## config.mk

```make
export PLATFORM = sky130hd
export DESIGN_NAME = rld_timer_pair
export DESIGN_NICKNAME = d
export VERILOG_FILES = /design/src/rtl/rtp_pkg.sv /design/src/rtl/rtp_count.sv /design/src/rtl/rtp_stat.sv /design/src/rtl/rtp_regif.sv /design/src/rtl/rld_timer_pair.sv
export SDC_FILE = /design/constraint.sdc
export NUM_CORES = 1
export LEC_CHECK = 0
export BUFFER_PORTS_ARGS = -buffer_cell sky130_fd_sc_hd__buf_2
export CAP_MARGIN = 40
export CORE_MARGIN = 10
export CORE_UTILIZATION = 30
export DETAILED_ROUTE_END_ITERATION = 6
export PLACE_DENSITY = 0.48
export SYNTH_ARGS = -nofsm -noshare
export SYNTH_HDL_FRONTEND = slang
export SYNTH_SLANG_ARGS = --single-unit
export TNS_END_PERCENT = 100
```

## constraint.sdc

```tcl
create_clock -name clk_i -period 3.7 [get_ports clk_i]
set_input_delay 0.74 -clock clk_i [delete_from_list [all_inputs] [get_ports clk_i]]
set_output_delay 0.74 -clock clk_i [all_outputs]
set_load 0.05 [all_outputs]
```

## src/rtl/rtp_pkg.sv

```systemverilog
package rtp_pkg;
   typedef enum logic [1:0] {
      REG_CYC  = 2'd0,
      REG_CNT  = 2'd1,
      REG_STAT = 2'd2,
      REG_NONE = 2'd3
   } reg_e;

   localparam int STB_UDF = 0;
   localparam int STB_TRG = 1;
   localparam int STB_UEN = 4;
   localparam int STB_TEN = 5;
   localparam int STB_SWT = 8;
   localparam int STB_MIN_W = STB_SWT + 1;
endpackage

```

## src/rtl/rtp_count.sv

```systemverilog
module rtp_count #(
   parameter int W = 16
) (
   input  logic         clk_i,
   input  logic         rst_ni,
   input  logic         start_i,
   input  logic [W-1:0] cycle_i,
   input  logic         step_i,
   input  logic         reload_i,
   output logic         run_o,
   output logic         zero_o,
   output logic [W-1:0] count_o
);
   logic         run_q;
   logic [W-1:0] count_q;

   always_ff @(posedge clk_i) begin
      if (!rst_ni) begin
         run_q   <= 1'b0;
         count_q <= '0;
      end else if (start_i) begin
         run_q   <= 1'b1;
         count_q <= cycle_i;
      end else if (run_q && step_i) begin
         if (count_q == '0)
            count_q <= reload_i ? cycle_i : '1;
         else
            count_q <= count_q - 1'b1;
      end
   end

   assign run_o   = run_q;
   assign zero_o  = (count_q == '0);
   assign count_o = count_q;


   load_value_chk: assert property (@(posedge clk_i) disable iff (!rst_ni)
      start_i |=> count_q == $past(cycle_i));

   step_down_chk: assert property (@(posedge clk_i) disable iff (!rst_ni)
      (run_q && step_i && !start_i && count_q != '0) |=> count_q == W'($past(count_q) - 1'b1));

   wrap_reload_chk: assert property (@(posedge clk_i) disable iff (!rst_ni)
      (run_q && step_i && !start_i && count_q == '0 && reload_i) |=> count_q == $past(cycle_i));
endmodule

```

## src/rtl/rtp_stat.sv

```systemverilog
module rtp_stat
   import rtp_pkg::*;
#(
   parameter int W = 16
) (
   input  logic         clk_i,
   input  logic         rst_ni,
   input  logic         set_udf_i,
   input  logic         set_trg_i,
   input  logic         wr_i,
   input  logic [W-1:0] wdata_i,
   output logic         udf_o,
   output logic         trg_o,
   output logic         swtrig_o,
   output logic [W-1:0] stat_o,
   output logic         irq_udf_o,
   output logic         irq_trg_o
);
   logic udf_q, trg_q, uen_q, ten_q;
   logic unused_wbits;

   assign unused_wbits = ^wdata_i;

   always_ff @(posedge clk_i) begin
      if (!rst_ni) begin
         udf_q <= 1'b0;
         trg_q <= 1'b0;
         uen_q <= 1'b0;
         ten_q <= 1'b0;
      end else begin
         if (set_udf_i)                      udf_q <= 1'b1;
         else if (wr_i && !wdata_i[STB_UDF]) udf_q <= 1'b0;
         if (set_trg_i)                      trg_q <= 1'b1;
         else if (wr_i && !wdata_i[STB_TRG]) trg_q <= 1'b0;
         if (wr_i) begin
            uen_q <= wdata_i[STB_UEN];
            ten_q <= wdata_i[STB_TEN];
         end
      end
   end

   always_comb begin
      stat_o          = '0;
      stat_o[STB_UDF] = udf_q;
      stat_o[STB_TRG] = trg_q;
      stat_o[STB_UEN] = uen_q;
      stat_o[STB_TEN] = ten_q;
   end

   assign swtrig_o  = wr_i && wdata_i[STB_SWT];
   assign udf_o     = udf_q;
   assign trg_o     = trg_q;
   assign irq_udf_o = udf_q && uen_q;
   assign irq_trg_o = trg_q && ten_q;


   udf_set_chk: assert property (@(posedge clk_i) disable iff (!rst_ni)
      set_udf_i |=> udf_q);

   udf_clear_chk: assert property (@(posedge clk_i) disable iff (!rst_ni)
      (wr_i && !wdata_i[STB_UDF] && !set_udf_i) |=> !udf_q);

   trg_keep_chk: assert property (@(posedge clk_i) disable iff (!rst_ni)
      (wr_i && wdata_i[STB_TRG] && !set_trg_i) |=> $stable(trg_q));
endmodule

```

## src/rtl/rtp_regif.sv

```systemverilog
module rtp_regif
   import rtp_pkg::*;
#(
   parameter int W = 16
) (
   input  logic         clk_i,
   input  logic         rst_ni,
   input  logic         wide_i,
   input  logic         sel_i,
   input  logic [1:0]   addr_i,
   input  logic         wr_i,
   input  logic         rd_i,
   input  logic         rmw_i,
   input  logic [W-1:0] wdata_i,
   input  logic [W-1:0] cnt0_i,
   input  logic [W-1:0] cnt1_i,
   input  logic [W-1:0] stat0_i,
   input  logic [W-1:0] stat1_i,
   output logic [W-1:0] cyc0_o,
   output logic [W-1:0] cyc1_o,
   output logic [1:0]   stat_we_o,
   output logic [W-1:0] rdata_o
);
   reg_e         reg_sel;
   logic [W-1:0] cyc0_q, cyc1_q, stage_q, snap_q;
   logic         wr_cyc0, wr_cyc1, snap_take;

   assign reg_sel   = reg_e'(addr_i);
   assign wr_cyc0   = wr_i && !sel_i && reg_sel == REG_CYC;
   assign wr_cyc1   = wr_i &&  sel_i && reg_sel == REG_CYC;
   assign snap_take = rd_i && !sel_i && reg_sel == REG_CNT && wide_i;

   always_ff @(posedge clk_i) begin
      if (!rst_ni) begin
         cyc0_q  <= '0;
         cyc1_q  <= '0;
         stage_q <= '0;
         snap_q  <= '0;
      end else begin
         if (wr_cyc0) cyc0_q <= wdata_i;
         if (wr_cyc1 && wide_i) stage_q <= wdata_i;
         if (wr_cyc0 && wide_i)       cyc1_q <= stage_q;
         else if (wr_cyc1 && !wide_i) cyc1_q <= wdata_i;
         if (snap_take) snap_q <= cnt1_i;
      end
   end

   assign stat_we_o[0] = wr_i && !sel_i && reg_sel == REG_STAT;
   assign stat_we_o[1] = wr_i &&  sel_i && reg_sel == REG_STAT;
   assign cyc0_o = cyc0_q;
   assign cyc1_o = cyc1_q;

   always_comb begin
      rdata_o = '0;
      case (reg_sel)
         REG_CYC:  rdata_o = sel_i ? cyc1_q : cyc0_q;
         REG_CNT:  rdata_o = sel_i ? (wide_i ? snap_q : cnt1_i) : cnt0_i;
         REG_STAT: begin
            rdata_o = sel_i ? stat1_i : stat0_i;
            if (rmw_i) begin
               rdata_o[STB_UDF] = 1'b1;
               rdata_o[STB_TRG] = 1'b1;
            end
         end
         default:  rdata_o = '0;
      endcase
   end


   stage_hold_chk: assert property (@(posedge clk_i) disable iff (!rst_ni)
      (wr_cyc1 && wide_i) |=> $stable(cyc1_q));

   snap_capture_chk: assert property (@(posedge clk_i) disable iff (!rst_ni)
      snap_take |=> snap_q == $past(cnt1_i));
endmodule

```

## src/rtl/rld_timer_pair.sv

```systemverilog
module rld_timer_pair
   import rtp_pkg::*;
#(
   parameter int W       = 16,
   parameter bit CASCADE = 1'b1
) (
   input  logic         clk_i,
   input  logic         rst_ni,
   input  logic         wide_i,
   input  logic         bus_sel_i,
   input  logic [1:0]   bus_addr_i,
   input  logic         bus_wr_i,
   input  logic         bus_rd_i,
   input  logic         bus_rmw_i,
   input  logic [W-1:0] bus_wdata_i,
   output logic [W-1:0] bus_rdata_o,
   input  logic [1:0]   ext_trig_i,
   output logic [1:0]   irq_udf_o,
   output logic [1:0]   irq_trg_o
);
   localparam int NCH = 2;

   if (W < STB_MIN_W) begin : g_width_bad
      $error("rld_timer_pair: W must be at least %0d", STB_MIN_W);
   end

   logic wide_eff;
   if (CASCADE) begin : g_cascade
      assign wide_eff = wide_i;
   end else begin : g_single
      logic unused_wide;
      assign unused_wide = wide_i;
      assign wide_eff    = 1'b0;
   end

   logic [NCH-1:0][W-1:0] cyc, cnt, stat_w;
   logic [NCH-1:0] run, zero, step, reload, start, set_udf, set_trg;
   logic [NCH-1:0] udf, trg, swt, stat_we, evt;

   assign evt = swt | ext_trig_i;

   always_comb begin
      start[0]   = evt[0];
      start[1]   = wide_eff ? evt[0] : evt[1];
      step[0]    = 1'b1;
      step[1]    = wide_eff ? (run[0] && zero[0]) : 1'b1;
      reload[0]  = !wide_eff || zero[1];
      reload[1]  = 1'b1;
      set_udf[0] = run[0] && zero[0] && (!wide_eff || zero[1]) && !start[0];
      set_udf[1] = !wide_eff && run[1] && zero[1] && !start[1];
      set_trg[0] = evt[0];
      set_trg[1] = !wide_eff && evt[1];
   end

   rtp_regif #(.W(W)) regif_i (
      .clk_i     (clk_i),
      .rst_ni    (rst_ni),
      .wide_i    (wide_eff),
      .sel_i     (bus_sel_i),
      .addr_i    (bus_addr_i),
      .wr_i      (bus_wr_i),
      .rd_i      (bus_rd_i),
      .rmw_i     (bus_rmw_i),
      .wdata_i   (bus_wdata_i),
      .cnt0_i    (cnt[0]),
      .cnt1_i    (cnt[1]),
      .stat0_i   (stat_w[0]),
      .stat1_i   (stat_w[1]),
      .cyc0_o    (cyc[0]),
      .cyc1_o    (cyc[1]),
      .stat_we_o (stat_we),
      .rdata_o   (bus_rdata_o)
   );

   for (genvar c = 0; c < NCH; c++) begin : g_ch
      rtp_count #(.W(W)) count_i (
         .clk_i    (clk_i),
         .rst_ni   (rst_ni),
         .start_i  (start[c]),
         .cycle_i  (cyc[c]),
         .step_i   (step[c]),
         .reload_i (reload[c]),
         .run_o    (run[c]),
         .zero_o   (zero[c]),
         .count_o  (cnt[c])
      );

      rtp_stat #(.W(W)) stat_i (
         .clk_i     (clk_i),
         .rst_ni    (rst_ni),
         .set_udf_i (set_udf[c]),
         .set_trg_i (set_trg[c]),
         .wr_i      (stat_we[c]),
         .wdata_i   (bus_wdata_i),
         .udf_o     (udf[c]),
         .trg_o     (trg[c]),
         .swtrig_o  (swt[c]),
         .stat_o    (stat_w[c]),
         .irq_udf_o (irq_udf_o[c]),
         .irq_trg_o (irq_trg_o[c])
      );
   end


   odd_udf_quiet_chk: assert property (@(posedge clk_i) disable iff (!rst_ni)
      wide_eff |=> !$rose(udf[1]));

   odd_trg_quiet_chk: assert property (@(posedge clk_i) disable iff (!rst_ni)
      wide_eff |=> !$rose(trg[1]));
endmodule

```

==> Yosys cells after proc, flatten, opt, wreduce, memory -nomap -nowiden <==
Cells that the tools add are included.
Widths: inputs -> output; s select.
{ "word_totals": {"regBits": 106, "in_bits": 27, "word_cells": 93} }
{ "op_classes": {"add_sub_neg": 2, "eq_ne": 2, "mux": 25, "bitwise": 1, "reduce_logical": 47} }
{ "ops": {"columns": ["operator", "n"], "rows": [
  ["$mux 16", 12],
  ["$pmux 16 s3", 1],
  ["$logic_not 16->1", 2],
  ["$sub 16x1->16 const B", 2],
  ["$logic_and 1x1->1", 30],
  ["$reduce_bool 2->1", 7],
  ["$mux 1", 10],
  ["$logic_not 1->1", 6],
  ["$mux 6", 1],
  ["$eq 2x1->1 const B", 1],
  ["$eq 2x2->1 const B", 1],
  ["$logic_not 2->1", 1],
  ["$mux 2", 1],
  ["$or 2x2->2", 1],
  ["$logic_or 1x1->1", 1]
]} }

==> Logic depth before layout (Yosys ltp) <==
{ "depth": {"depth_word": 9, "mapped_depth": 10} }

==> Cells and area by module <==
From an unflattened synthesis, not the netlist that was laid out.
{ "unflattened": {"cells_unflattened": 756, "area_unflattened_um2": 6899.1} }
{ "modules_own_cells": {"columns": ["mod", "n_inst", "cells_per_inst", "area_per_inst_um2"], "rows": [
  ["rtp_regif", 1, 396, 3691.0],
  ["rtp_count", 2, 140, 1270.0],
  ["rtp_stat", 2, 34, 299.0],
  ["rld_timer_pair", 1, 12, 70.1]
]} }

==> Worst setup path after synthesis <==
OpenSTA, ideal clock, no wires.
{ "synth_path": {"path_type": "input port to output port", "startpoint": "input wide_i", "endpoint": "output bus_rdata_o[7]", "t_arrival_ns": 3.029, "t_required_ns": 2.960, "path_slack_ns": -0.069, "path_stages": 7, "n_path_buf": 3, "path_cell_list": "buf_2 > buf_2 > buf_1 > nand2_1 > o211ai_1 > o21ai_0 > a211oi_1"} }
{ "synth_between": {"elab_chain_len": 3} }
{ "synth_rtl": {"columns": ["item", "line", "source"], "rows": [
  ["from (decl)", "rld_timer_pair.sv:9", "input logic wide_i,"],
  ["$mux 16 (2 in a row)", "rtp_regif.sv:57", "REG_CNT: rdata_o = sel_i ? (wide_i ? snap_q : cnt1_i) : cnt0_i;"],
  ["$pmux 16 s3", "rtp_regif.sv:55", "case (reg_sel)"],
  ["to (decl)", "rld_timer_pair.sv:16", "output logic [W-1:0] bus_rdata_o,"]
]} }
Every way passes these cells.

==> Worst setup path after layout <==
{ "layout_path": {"startpoint": "input bus_addr_i[0]", "endpoint": "output bus_rdata_o[10]"} }
{ "layout_between": {"elab_chain_len": 2, "word_cells_on_any_way": 4, "cone_classes": "eq/ne: 2; mux: 1; reduce/logical: 1"} }
{ "layout_rtl": {"columns": ["item", "line", "source"], "rows": [
  ["from (decl)", "rld_timer_pair.sv:11", "input logic [1:0] bus_addr_i,"],
  ["$eq 2x2->1, or another cell as far along", "rtp_regif.sv:55", null],
  ["$pmux 16 s3 (*)", "rtp_regif.sv:55", null]
]} }
Every way passes the cells marked *; elsewhere a longest branch is shown, timed or not.

==> results.md <==
- The flow ran to the end, and the final reports show no timing, DRC or antenna violations.
- After floorplanning, the core was sized to cover 19400 sq um.
- The standard cell area after detailed placement is 6344 sq um.
- The post-synth design cell area is 5898 sq um.
- Post-CTS timing repair inserted 0 buffers for setup.
- In this run the count of I/O pins placed on the die edge is 47.
- The overall power after layout is 4.297 mW.
- The net count of the mapped netlist is 759.
- The total count of max-transition violations in the final report is 0.
- The relative slew slack is 40.64%.
- The number of global-route vias before repair is 5214.
- Setup repair after global routing left no endpoint under its margin.
- The total overflow left after global routing is 0.
- The clock root buffer master is clkbuf_16.
- Dividing the final minimum period by the clock period gives 83.19%.
- The number of enable-type register cells in the synthesized netlist is 0.
- The standby leakage power is 2.547 nW.
- The number of diodes is 0.
- The post-cts repair resize count is 0.
- The prevailing post-synth register cell is dfxtp_1.
- In this run the core area contains 51 standard-cell rows.
- The slew at the pin closest to its max-slew limit is 0.8891 ns.
- The average wire length per cell after detail routing is 19.67 um.
- The clock latency of the later-clocked register in the worst-skew pair is 0.36 ns.
- STA puts the critical path data required time at 2.96 ns.
- The initial standard-cell utilization of the core is 30.41%.
- The count of final setup violators is 0.
- The half-perimeter wire length after detailed placement is 14180 um.
- No sink is reached through more buffers than the 2 on the longest clock path.
- The tool flagged a number of max-cap violations equal to 0.
- The first global-routing pass estimated 31370 um of wire.
- From synthesis to final layout, the design area changed by 12.92%.
- Synthesis handed over a netlist of 728 instances.
- The setup slack after placement is 0.6114 ns.
- The number of antenna violations at the first check in global routing is 0.
- After synthesis the netlist holds a flip-flop and latch count of 106.
- The classification of the worst setup path is input port to output port.
- CTS built an H-tree with a depth of 3.
- The number of warnings printed during yosys synthesis is 0.
- Input and output buffers added on the ports amount to 46.
- The final wirelength is 20020 um.
- Buffers inserted during clock tree synthesis total 9.
- The number of DRC violations after detailed routing is 0.
- The minimum hold slack is 0.4537 ns.
- The number of hold violations in the final report is 0.
- The DRC marker count from the first detailed-route iteration is 363.
- The worst IR drop on VDD is 0.0002704 V.
- The number of buffers and inverters on the critical path is 2.
- After synthesis, the mean cell area works out to 8.102 sq um.
- From left edge to right edge, the die measures 160.2 um.
- Summing all non-filler instances in the final layout gives an area of 6660 sq um.
- Clock-pin slew was measured on the worst setup and hold paths at 0.07 ns.
- Counting flops with an async set or reset pin after synthesis yields a share of 0%.
- The CTS tree is built.
- Routability-driven placement finished with a final weighted congestion of 0.8181.
- The first detailed-routing pass took 7 iterations.
- The share of the yosys chip area belonging to registers is 35.98%.
- The final worst clock skew is 0.01305 ns.
- The cell family contributing the most delay on the critical path is buffers and inverters.
- The number of nets with antenna violations after detailed routing is 0.
- The average via count per standard cell is 5.332.
- The net total in the final layout is 779.
- The delay of the slowest critical-path stage is 0.51 ns.
- The summed negative setup slack over all endpoints is 0 ns.
- The total power per unit cell area is 645.2 nW/um^2.
- The arrival time of data at the critical path endpoint is 2.34 ns.
- STA classifies the critical path endpoint as an output port.
- The largest driver fanout on the critical path is 29.
- The number of distinct standard cells referenced by the synthesized netlist is 71.
- The worst path in the final design needs a cycle of 3.078 ns, including I/O delays and setup.
- The die height is 160.2 um.
- The worst min-delay path class is flop to flop.
- In the post-route analysis, the smallest setup slack over all paths is 0.6221 ns.
- Derived from the worst setup path, the maximum achievable clock frequency is 0.3249 GHz.
- Entering global routing, the biggest net connects 44 pins.
- CTS saw 106 sinks.
- The signal on the critical path passes through buf_2 > mux2i_1 > nor2_1 > a21oi_1 > o22a_1 > nor2_1 > buf_2.
- The total routing resource utilization after global routing is 15.28%.
- The count of vias placed by the detailed router is 5428.
- The share of post-route cells with drive strength above 1 is 16.07%.
- The largest individual stage delay along the critical path comes from the cell buf_2.
- The number of buffers added to fix hold violations after cts is 0.
- The die covers 25670 sq um.
- The critical path launch point type is an input port.
per-stage QoR:
step           utilization [%]  cells
3_3_place_gp             32.70   1002
5_1_grt                  34.33   1018
3_5_place_dp             32.70   1002
6_report                 34.33   1018
2_1_floorplan                -    728
4_1_cts                  34.33   1018
worst reg2reg max path, stage by stage, from the launching register on:
cell	delay, ns
dfxtp_1	0.51
inv_1	0.15
ha_1	0.27
nor4b_1	0.15
and4_1	0.33
nor3_2	0.27
nor4b_2	0.29
nor3_1	0.07
a2111oi_1	0.34
flip-flops by register name (all words and copies together) (netlist names):
name                  count
regif_i.stage_q          16
g_ch.stat_i.udf_o         2
g_ch.count_i.run_o        2
g_ch.stat_i.trg_o         2
g_ch.count_i.count_o     32
regif_i.cyc0_o           16
g_ch.stat_i.uen_q         2
g_ch.stat_i.ten_q         2
regif_i.cyc1_o           16
regif_i.snap_q           16
cell type report:
cell class | count | area (sq um)
flip-flops and latches | 106 | 2122
multi-input cells | 559 | 3495
inverters | 8 | 30.03
clock buffers | 13 | 270.3
repair buffers | 64 | 365.4
fillers | 2100 | 12740
well taps | 265 | 331.6
clock inverters | 3 | 46.29
power breakdown:
part           internal (mW)  switching (mW)
Clock                  0.583           0.450
Combinational          0.672            1.15
Sequential              1.26           0.185
path summary, 6_finish.rpt:
path	startpoint	to	slack (ns)	cells after the start
max	bus_addr_i[0]	bus_rdata_o[10]	0.62	7
min	regif_i.snap_q[14]$_SDFFE_PN0P_	regif_i.snap_q[14]$_SDFFE_PN0P_	0.45	2
max reg2reg	g_ch[0].count_i.count_o[0]$_SDFFE_PN0P_	g_ch[0].count_i.count_o[11]$_SDFFE_PN0P_	1.19	8
min reg2reg	regif_i.snap_q[14]$_SDFFE_PN0P_	regif_i.snap_q[14]$_SDFFE_PN0P_	0.45	2
cells in the final DEF, fill, tap and decap left out, drive strengths merged, types with 4 or more instances in the layout:
master    n
dfxtp   106
nor2     96
nand2    91
a21oi    86
buf      64
mux2i    56
o21ai    25
nor3     22
a211oi   18
o22ai    13
clkbuf   13
nand3    11
o211ai   10
mux2      9
nor2b     9
and2      9
inv       8
nor4      8
o22a      7
a31oi     6
mux4      5
a22oi     5
nor3b     5
nand2b    4
or3       4
or2       4
nand4     4
and3      4
xnor2     4
ha        4
or4       4
cells by family (layout without fill, tap and decap cells):
| family | Yosys count | count (layout) | synth area share [%] |
|---|---|---|---|
| simple gates | 286 | 286 | 23.38 |
| fa+ha+maj | 4 | 4 | 0.8486 |
| compound gates | 193 | 193 | 20.64 |
| xor+xnor | 6 | 6 | 0.8910 |
| flops | 106 | 106 | 35.98 |
| buf+inv | 63 | 88 | 5.133 |
| mux | 70 | 70 | 13.13 |
metal layers:
metal  vias up  share of wire [%]  GRT usage [%]
met4         0                1.6          3.464
li1       2661                  -              -
met3        16                4.5          2.931
met2       138                 45          23.96
met5         -                  0              0
met1      2613                 49          21.14
Yosys cell counts, types with 3 or more instances:
| cell | instances | share of area [%] |
|---|---|---|
| a211oi_1 | 18 | 2.3 |
| mux2_2 | 9 | 1.7 |
| ha_1 | 4 | 0.85 |
| o31a_1 | 3 | 0.45 |
| buf_1 | 4 | 0.25 |
| mux2i_1 | 56 | 9.5 |
| or3_1 | 4 | 0.42 |
| and2_1 | 8 | 0.85 |
| buf_2 | 10 | 0.85 |
| a32oi_1 | 3 | 0.45 |
| mux4_2 | 5 | 1.9 |
| nor4_1 | 5 | 0.53 |
| a21oi_1 | 85 | 7.2 |
| o22a_1 | 6 | 0.89 |
| o211ai_1 | 8 | 1.0 |
| nand2_1 | 89 | 5.7 |
| o21ai_0 | 13 | 1.1 |
| nor3b_1 | 4 | 0.51 |
| o21ai_1 | 12 | 1.0 |
| nor2_1 | 96 | 6.1 |
| nand3_1 | 11 | 0.93 |
| o31ai_1 | 3 | 0.38 |
| nand3b_1 | 3 | 0.38 |
| nand4_1 | 4 | 0.42 |
| a31oi_1 | 6 | 0.64 |
| and3_1 | 4 | 0.42 |
| nor3_1 | 21 | 1.8 |
| or2_2 | 4 | 0.42 |
| buf_4 | 6 | 0.76 |
| a22oi_1 | 5 | 0.64 |
| clkbuf_1 | 30 | 1.9 |
| nand2b_1 | 4 | 0.42 |
| inv_1 | 6 | 0.38 |
| nor2b_1 | 9 | 0.95 |
| dfxtp_1 | 106 | 36 |
| xnor2_1 | 4 | 0.59 |
| buf_6 | 4 | 0.76 |
| o22ai_1 | 12 | 1.3 |
Power figures use the tool's default switching activity.
